File: config.mk
export PLATFORM = sky130hd
export DESIGN_NAME = evtmr_top
export DESIGN_NICKNAME = d
export VERILOG_FILES = /design/src/rtl/evtmr_pkg.sv /design/src/rtl/evtmr_sync_edge.sv /design/src/rtl/evtmr_count.sv /design/src/rtl/evtmr_regs.sv /design/src/rtl/evtmr_top.sv
export SDC_FILE = /design/constraint.sdc
export NUM_CORES = 1
export LEC_CHECK = 0
export BUFFER_PORTS_ARGS = -buffer_cell sky130_fd_sc_hd__buf_2
export CAP_MARGIN = 30
export CORE_UTILIZATION = 60
export CTS_BUF_LIST = sky130_fd_sc_hd__clkbuf_8
export CTS_CLUSTER_SIZE = 20
export DETAILED_ROUTE_END_ITERATION = 10
export GPL_ROUTABILITY_DRIVEN = 1
export PLACE_DENSITY = 0.93
export SLEW_MARGIN = 40
export SYNTH_ARGS = -nofsm -noshare
export SYNTH_HDL_FRONTEND = slang
export SYNTH_SLANG_ARGS = --single-unit
File: constraint.sdc
create_clock -name clk -period 1.9 [get_ports clk]
set_input_delay 0.095 -clock clk [delete_from_list [all_inputs] [get_ports clk]]
set_output_delay 0.095 -clock clk [all_outputs]
set_load 0.05 [all_outputs]
File: src/rtl/evtmr_pkg.sv
package evtmr_pkg;
  typedef enum logic [1:0] {
    SRC_TICK = 2'b00,
    SRC_RISE = 2'b01,
    SRC_FALL = 2'b10,
    SRC_BOTH = 2'b11
  } src_e;

  // control byte layout
  localparam int unsigned CTL_RUN  = 0;
  localparam int unsigned CTL_IE   = 1;
  localparam int unsigned CTL_OVF  = 2;
  localparam int unsigned CTL_SRC  = 3;
  localparam int unsigned CTL_KEEP = 5;
  localparam int unsigned CTL_W    = 6;

  // register addresses
  localparam int unsigned ADR_CTL = 0;
  localparam int unsigned ADR_LO  = 1;
  localparam int unsigned ADR_HI  = 2;
endpackage

File: src/rtl/evtmr_sync_edge.sv
module evtmr_sync_edge #(
  parameter int unsigned SYNC_STAGES = 2
) (
  input  logic clk,
  input  logic rst,
  input  logic async_in,
  output logic rise,
  output logic fall
);
  localparam int unsigned LAST = SYNC_STAGES - 1;

  logic [SYNC_STAGES-1:0] chain_q;
  logic                   prev_q;

  generate
    for (genvar i = 0; i < SYNC_STAGES; i++) begin : g_stage
      if (i == 0) begin : g_first
        always_ff @(posedge clk) begin
          if (rst) chain_q[0] <= 1'b0;
          else     chain_q[0] <= async_in;
        end
      end else begin : g_next
        always_ff @(posedge clk) begin
          if (rst) chain_q[i] <= 1'b0;
          else     chain_q[i] <= chain_q[i-1];
        end
      end
    end
  endgenerate

  always_ff @(posedge clk) begin
    if (rst) prev_q <= 1'b0;
    else     prev_q <= chain_q[LAST];
  end

  assign rise = chain_q[LAST] & ~prev_q;
  assign fall = ~chain_q[LAST] & prev_q;
endmodule

File: src/rtl/evtmr_count.sv
module evtmr_count
  import evtmr_pkg::*;
#(
  parameter int unsigned DATA_W = 8
) (
  input  logic                  clk,
  input  logic                  rst,
  input  logic                  run,
  input  src_e                  src,
  input  logic                  tick_en,
  input  logic                  rise,
  input  logic                  fall,
  input  logic                  clr,
  input  logic                  ld_lo,
  input  logic                  ld_hi,
  input  logic [DATA_W-1:0]     ld_data,
  output logic [2*DATA_W-1:0]   cnt,
  output logic                  step,
  output logic                  wrap
);
  localparam int unsigned CNT_W = 2 * DATA_W;

  logic [CNT_W-1:0] cnt_q;
  logic             hit;

  always_comb begin
    case (src)
      SRC_TICK: hit = tick_en;
      SRC_RISE: hit = rise;
      SRC_FALL: hit = fall;
      default:  hit = rise | fall;
    endcase
  end

  assign step = run & hit;
  // clear takes priority: a rollover cancelled by a clear raises no flag
  assign wrap = step & (&cnt_q) & ~clr;

  always_ff @(posedge clk) begin
    if (rst) begin
      cnt_q <= '0;
    end else if (clr) begin
      cnt_q <= '0;
    end else if (!run && (ld_lo || ld_hi)) begin
      if (ld_lo) cnt_q[DATA_W-1:0]     <= ld_data;
      if (ld_hi) cnt_q[CNT_W-1:DATA_W] <= ld_data;
    end else if (step) begin
      cnt_q <= cnt_q + 1'b1;
    end
  end

  assign cnt = cnt_q;
endmodule

File: src/rtl/evtmr_regs.sv
module evtmr_regs
  import evtmr_pkg::*;
#(
  parameter int unsigned DATA_W = 8,
  parameter int unsigned ADDR_W = 2
) (
  input  logic                 clk,
  input  logic                 rst,
  input  logic                 wr,
  input  logic                 rd,
  input  logic [ADDR_W-1:0]    addr,
  input  logic [CTL_W-1:0]     ctl_wdata,
  input  logic [2*DATA_W-1:0]  cnt,
  input  logic                 wrap,
  output logic                 run_q,
  output logic                 ie_q,
  output src_e                 src_q,
  output logic                 flag_q,
  output logic                 clr_stb,
  output logic                 ld_lo,
  output logic                 ld_hi,
  output logic [DATA_W-1:0]    rdata,
  output logic                 irq
);
  localparam int unsigned CNT_W = 2 * DATA_W;
  localparam int unsigned PAD_W = DATA_W - CTL_W;

  logic              sel_ctl, sel_lo, sel_hi, ctl_wr;
  logic              flag_n, ie_n;
  logic [DATA_W-1:0] snap_q, rdata_q;
  logic              irq_q;

  assign sel_ctl = (addr == ADDR_W'(ADR_CTL));
  assign sel_lo  = (addr == ADDR_W'(ADR_LO));
  assign sel_hi  = (addr == ADDR_W'(ADR_HI));
  assign ctl_wr  = wr & sel_ctl;
  assign clr_stb = ctl_wr & ~ctl_wdata[CTL_KEEP];
  assign ld_lo   = wr & sel_lo;
  assign ld_hi   = wr & sel_hi;

  always_comb begin
    // a hardware set wins over a software clear in the same cycle
    if (wrap)                           flag_n = 1'b1;
    else if (ctl_wr && !ctl_wdata[CTL_OVF]) flag_n = 1'b0;
    else                                flag_n = flag_q;
    ie_n = ctl_wr ? ctl_wdata[CTL_IE] : ie_q;
  end

  always_ff @(posedge clk) begin
    if (rst) begin
      run_q  <= 1'b0;
      ie_q   <= 1'b0;
      src_q  <= SRC_TICK;
      flag_q <= 1'b0;
      irq_q  <= 1'b0;
    end else begin
      flag_q <= flag_n;
      ie_q   <= ie_n;
      irq_q  <= flag_n & ie_n;
      if (ctl_wr) begin
        run_q <= ctl_wdata[CTL_RUN];
        src_q <= src_e'(ctl_wdata[CTL_SRC+1:CTL_SRC]);
      end
    end
  end

  always_ff @(posedge clk) begin
    if (rst) begin
      snap_q  <= '0;
      rdata_q <= '0;
    end else if (rd) begin
      if (sel_ctl) begin
        rdata_q <= {{PAD_W{1'b0}}, 1'b1, src_q, flag_q, ie_q, run_q};
      end else if (sel_lo) begin
        rdata_q <= cnt[DATA_W-1:0];
        snap_q  <= cnt[CNT_W-1:DATA_W];
      end else if (sel_hi) begin
        rdata_q <= snap_q;
      end else begin
        rdata_q <= '0;
      end
    end
  end

  assign rdata = rdata_q;
  assign irq   = irq_q;
endmodule

File: src/rtl/evtmr_top.sv
module evtmr_top
  import evtmr_pkg::*;
#(
  parameter int unsigned DATA_W      = 8,
  parameter int unsigned ADDR_W      = 2,
  parameter int unsigned SYNC_STAGES = 2
) (
  input  logic              clk,
  input  logic              rst,
  input  logic              tick_en,
  input  logic              ext_in,
  input  logic              bus_wr,
  input  logic              bus_rd,
  input  logic [ADDR_W-1:0] bus_addr,
  input  logic [DATA_W-1:0] bus_wdata,
  output logic [DATA_W-1:0] bus_rdata,
  output logic              irq
);
  localparam int unsigned CNT_W = 2 * DATA_W;

  logic             rise, fall;
  logic             run_q, ie_q, flag_q;
  src_e             src_q;
  logic             clr_stb, ld_lo, ld_hi;
  logic             step, wrap;
  logic [CNT_W-1:0] cnt_q;

  evtmr_sync_edge #(.SYNC_STAGES(SYNC_STAGES)) u_edge (
    .clk(clk), .rst(rst), .async_in(ext_in), .rise(rise), .fall(fall)
  );

  evtmr_count #(.DATA_W(DATA_W)) u_count (
    .clk(clk), .rst(rst), .run(run_q), .src(src_q), .tick_en(tick_en),
    .rise(rise), .fall(fall), .clr(clr_stb), .ld_lo(ld_lo), .ld_hi(ld_hi),
    .ld_data(bus_wdata), .cnt(cnt_q), .step(step), .wrap(wrap)
  );

  evtmr_regs #(.DATA_W(DATA_W), .ADDR_W(ADDR_W)) u_regs (
    .clk(clk), .rst(rst), .wr(bus_wr), .rd(bus_rd), .addr(bus_addr),
    .ctl_wdata(bus_wdata[CTL_W-1:0]), .cnt(cnt_q), .wrap(wrap),
    .run_q(run_q), .ie_q(ie_q), .src_q(src_q), .flag_q(flag_q),
    .clr_stb(clr_stb), .ld_lo(ld_lo), .ld_hi(ld_hi),
    .rdata(bus_rdata), .irq(irq)
  );
endmodule

==> key figures <==
Routing
  – WL/cell: 17.5 um
  – Initial DRC Count: 199
  – # DRC: 0
  – Via/cell ratio: 6.28
  – Total iterations of the first detailed-routing run: 5
  – Vias: 2143
  – WL final: 5960 um
  – Post-route ant nets: 0

Yosys
  – Mapped Avg Cell Area: 8.12 sq um
  – Synth top cells by count: dfxtp_1 (41), a21oi_1 (31), nor2_1 (31), nand2_1 (30), nand3_1 (12)
  – Async SR Flop Fraction: 0
  – Number of synthesized flops with an enable pin: 0
  – Synth area leader: dfxtp_1
  – Mapped Area: 2170 sq um
  – Post-synthesis sequential area ratio: 0.379
  – Area fraction of the dominant cell type after synthesis: 0.379
  – Most common cell in the synthesized netlist: dfxtp_1
  – Largest cells by area after synthesis: dfxtp_1 (38%), a21oi_1 (7.2%), nor2_1 (5.4%)
  – Register bit total from synthesis: 41
  – Syn_nets: 286
  – Syn. warnings: 0
  – Main synth FF type: dfxtp_1
  – Synth unique cells: 50
  – Gate Count Post-Synth: 267

Clocking
  – H-tree Lvls: 2
  – CTS Buffer Depth: 2
  – CTS tree: built
  – Number of CTS-inserted buffers: 5
  – Clk Latency, worst-skew pair: 0.30 ns
  – Clock-pin slew on the worst setup and hold paths: 0.08 ns
  – Post-CTS Setup Bufs: 0
  – # hold bufs at CTS: 0
  – Root Driver: clkbuf_8
  – Sink Count: 41

Timing
  – Rel. slew slack: 0.592
  – Final Cycle Share: 0.951
  – Setup tns final: 0 ns
  – Setup violations, final: 0
  – Max Slew Vio Count: 0
  – Endpoints failing hold: 0
  – Clk_skew: 0.0119 ns
  – Unrepaired setup endpoints after global routing: no
  – Final min period: 1.81 ns
  – Fin worst setup slack: 0.0932 ns
  – Fmax: 0.553 GHz
  – Worst Max-Slew Pin Slew: 0.611 ns

Power and ir drop
  – Pwr Density: 759 nW/um^2
  – Clock power share: 0.393
  – Sw Ratio: 0.261
  – Power share of the combinational group: 0.130
  – Pleak: 0.891 nW
  – Internal: 1.39 mW
  – Sequential share of power: 0.477
  – Maximum vdd drop: 0.000669 V
  – Switching pwr: 0.490 mW

GRT
  – Overflow after GRT: 0
  – Vias in the first global route: 2074
  – Initial antenna violation count: 0
  – First-pass GRT wire length: 9830 um
  – GRT Total Usage: 0.327
  – Largest net degree at the start of global routing: 26

Min path
  – Hold_sp: ext_in
  – Worst Hold Class: input port to flop

Place
  – PortBufs: 24
  – Pre-CTS WS: 0.0354 ns
  – GPL Wtd Cong: 0.963
  – DP Wirelength: 4050 um

Worst setup path
  – Critical path class: flop to flop
  – Worst Path Arrival: 1.99 ns
  – Worst setup EP type: flop
  – Worst EP required: 2.08 ns
  – Worst Setup SP: u_edge.prev_q$_SDFF_PP0_
  – RR Startpoint: u_edge.prev_q$_SDFF_PP0_
  – Startpoint types: flop
  – Critical path fanouts, max: 9

Floorplanning
  – Die height: 62.1 um
  – Site Rows: 21
  – I/O pin cnt: 25
  – DIE AREA: 3860 sq um
  – Die W: 62.1 um
  – Std-Cell Core Area: 3390 sq um
  – Initial core utilization: 0.640

Status
  – Outcome: complete, no violations

Job
  – Max-cap violation count: 0

Layout
  – End-of-flow core utilization: 0.730
  – Nets: 313
  – Ant diodes: 0
  – Layout area overhead: 14.1%
  – Layout cells sized above 1: 0.214
==> logic make-up after synthesis <==
logic type,share of synthesized area
mux,0.0323
buf+inv,0.0606
simple gates,0.258
compound gates,0.253
fa+ha+maj,0.0173
flops,0.379
==> per-stage QoR <==
stage          cells  cell area, sq um  power (mW)  hold slack [ns]
2_1_floorplan    267              2170        1.09            0.223
3_3_place_gp     333              2320        1.14            0.312
3_5_place_dp     333              2320        1.14            0.355
4_1_cts          341              2450        1.87           0.0392
5_1_grt          341              2470        1.94           0.0479
6_report         341              2470        1.88           0.0385
==> timing repair <==
item                       in CTS  in global routing
setup endpoints to repair       1                  9
pin swaps                       0                  4
gates resized for setup         1                  8
==> cell usage in the layout, fill, tap and decap left out, types with 2 or more instances in the layout <==
master	synthesis	layout
a211oi_1	8	8
a21o_1	2	2
a21oi_1	31	31
a22oi_1	2	2
a31oi_1	3	3
a32o_1	2	2
and2_1	6	5
buf_2	3	24
buf_4	1	11
clkbuf_8	0	6
dfxtp_1	41	40
ha_1	3	3
inv_1	4	4
mux2i_1	7	7
nand2_1	30	30
nand2b_1	3	3
nand3_1	12	12
nand4_1	3	3
nor2_1	31	31
nor2b_1	3	3
nor3_1	8	8
nor3_2	2	2
o211ai_1	5	5
o21a_1	4	4
o21ai_0	11	9
o21ai_1	4	6
o22ai_1	3	3
or2_2	3	2
==> power by group through the flow <==
stage               sequential (mW)  clock [mW]  combinational (mW)
floorplan                     0.944           0               0.144
global placement              0.915           0               0.222
detailed placement            0.916           0               0.226
CTS                           0.896       0.739               0.232
global route                  0.899       0.781               0.263
finish                        0.897       0.738               0.243
==> critical path, stage by stage, from the launching register on <==
cell     delay, ns
dfxtp_2       0.34
inv_1         0.04
ha_1          0.26
and2_4        0.17
o32ai_4       0.34
buf_6         0.16
a21oi_4       0.05
o221a_2       0.32
==> cell type report <==
cell class / count / area (sq um)
Multi-Input combinational cell: 206 / 1250
Fill cell: 249 / 915
Sequential cell: 41 / 822
Timing Repair Buffer: 36 / 214
Clock buffer: 6 / 82.6
Tap cell: 46 / 57.6
Clock inverter: 2 / 37.5
Inverter: 4 / 15.0
==> metal layers <==
layer / up-vias / global-route usage / share of wire
li1: 1010 / - / -
met1: 961 / 0.391 / 0.39
met2: 145 / 0.541 / 0.47
met3: 27 / 0.116 / 0.11
met4: 0 / 0.116 / 0.031
met5: - / 0 / 0
==> sequential cells by signal, summed over array words and instances (netlist names) <==
| name | flops |
|---|---|
| u_edge.prev_q | 1 |
| u_regs.rdata | 8 |
| u_edge.chain_q | 2 |
| u_regs.snap_q | 8 |
| u_count.cnt | 16 |
| u_regs.irq | 1 |
| u_regs.src_q | 2 |
| u_regs.ie_q | 1 |
| u_regs.flag_q | 1 |
| u_regs.run_q | 1 |
==> path summary, 6_finish.rpt <==
| path | endpoint | slack, ns | cells past startpoint |
|---|---|---|---|
| max | u_count.cnt[6]$_SDFFE_PP0P_ | 0.09 | 7 |
| min | u_edge.chain_q[0]$_SDFF_PP0_ | 0.04 | 2 |
| max reg2reg | u_count.cnt[6]$_SDFFE_PP0P_ | 0.09 | 7 |
| min reg2reg | u_regs.snap_q[7]$_SDFFE_PP0P_ | 0.46 | 2 |
Power figures use the tool's default switching activity.
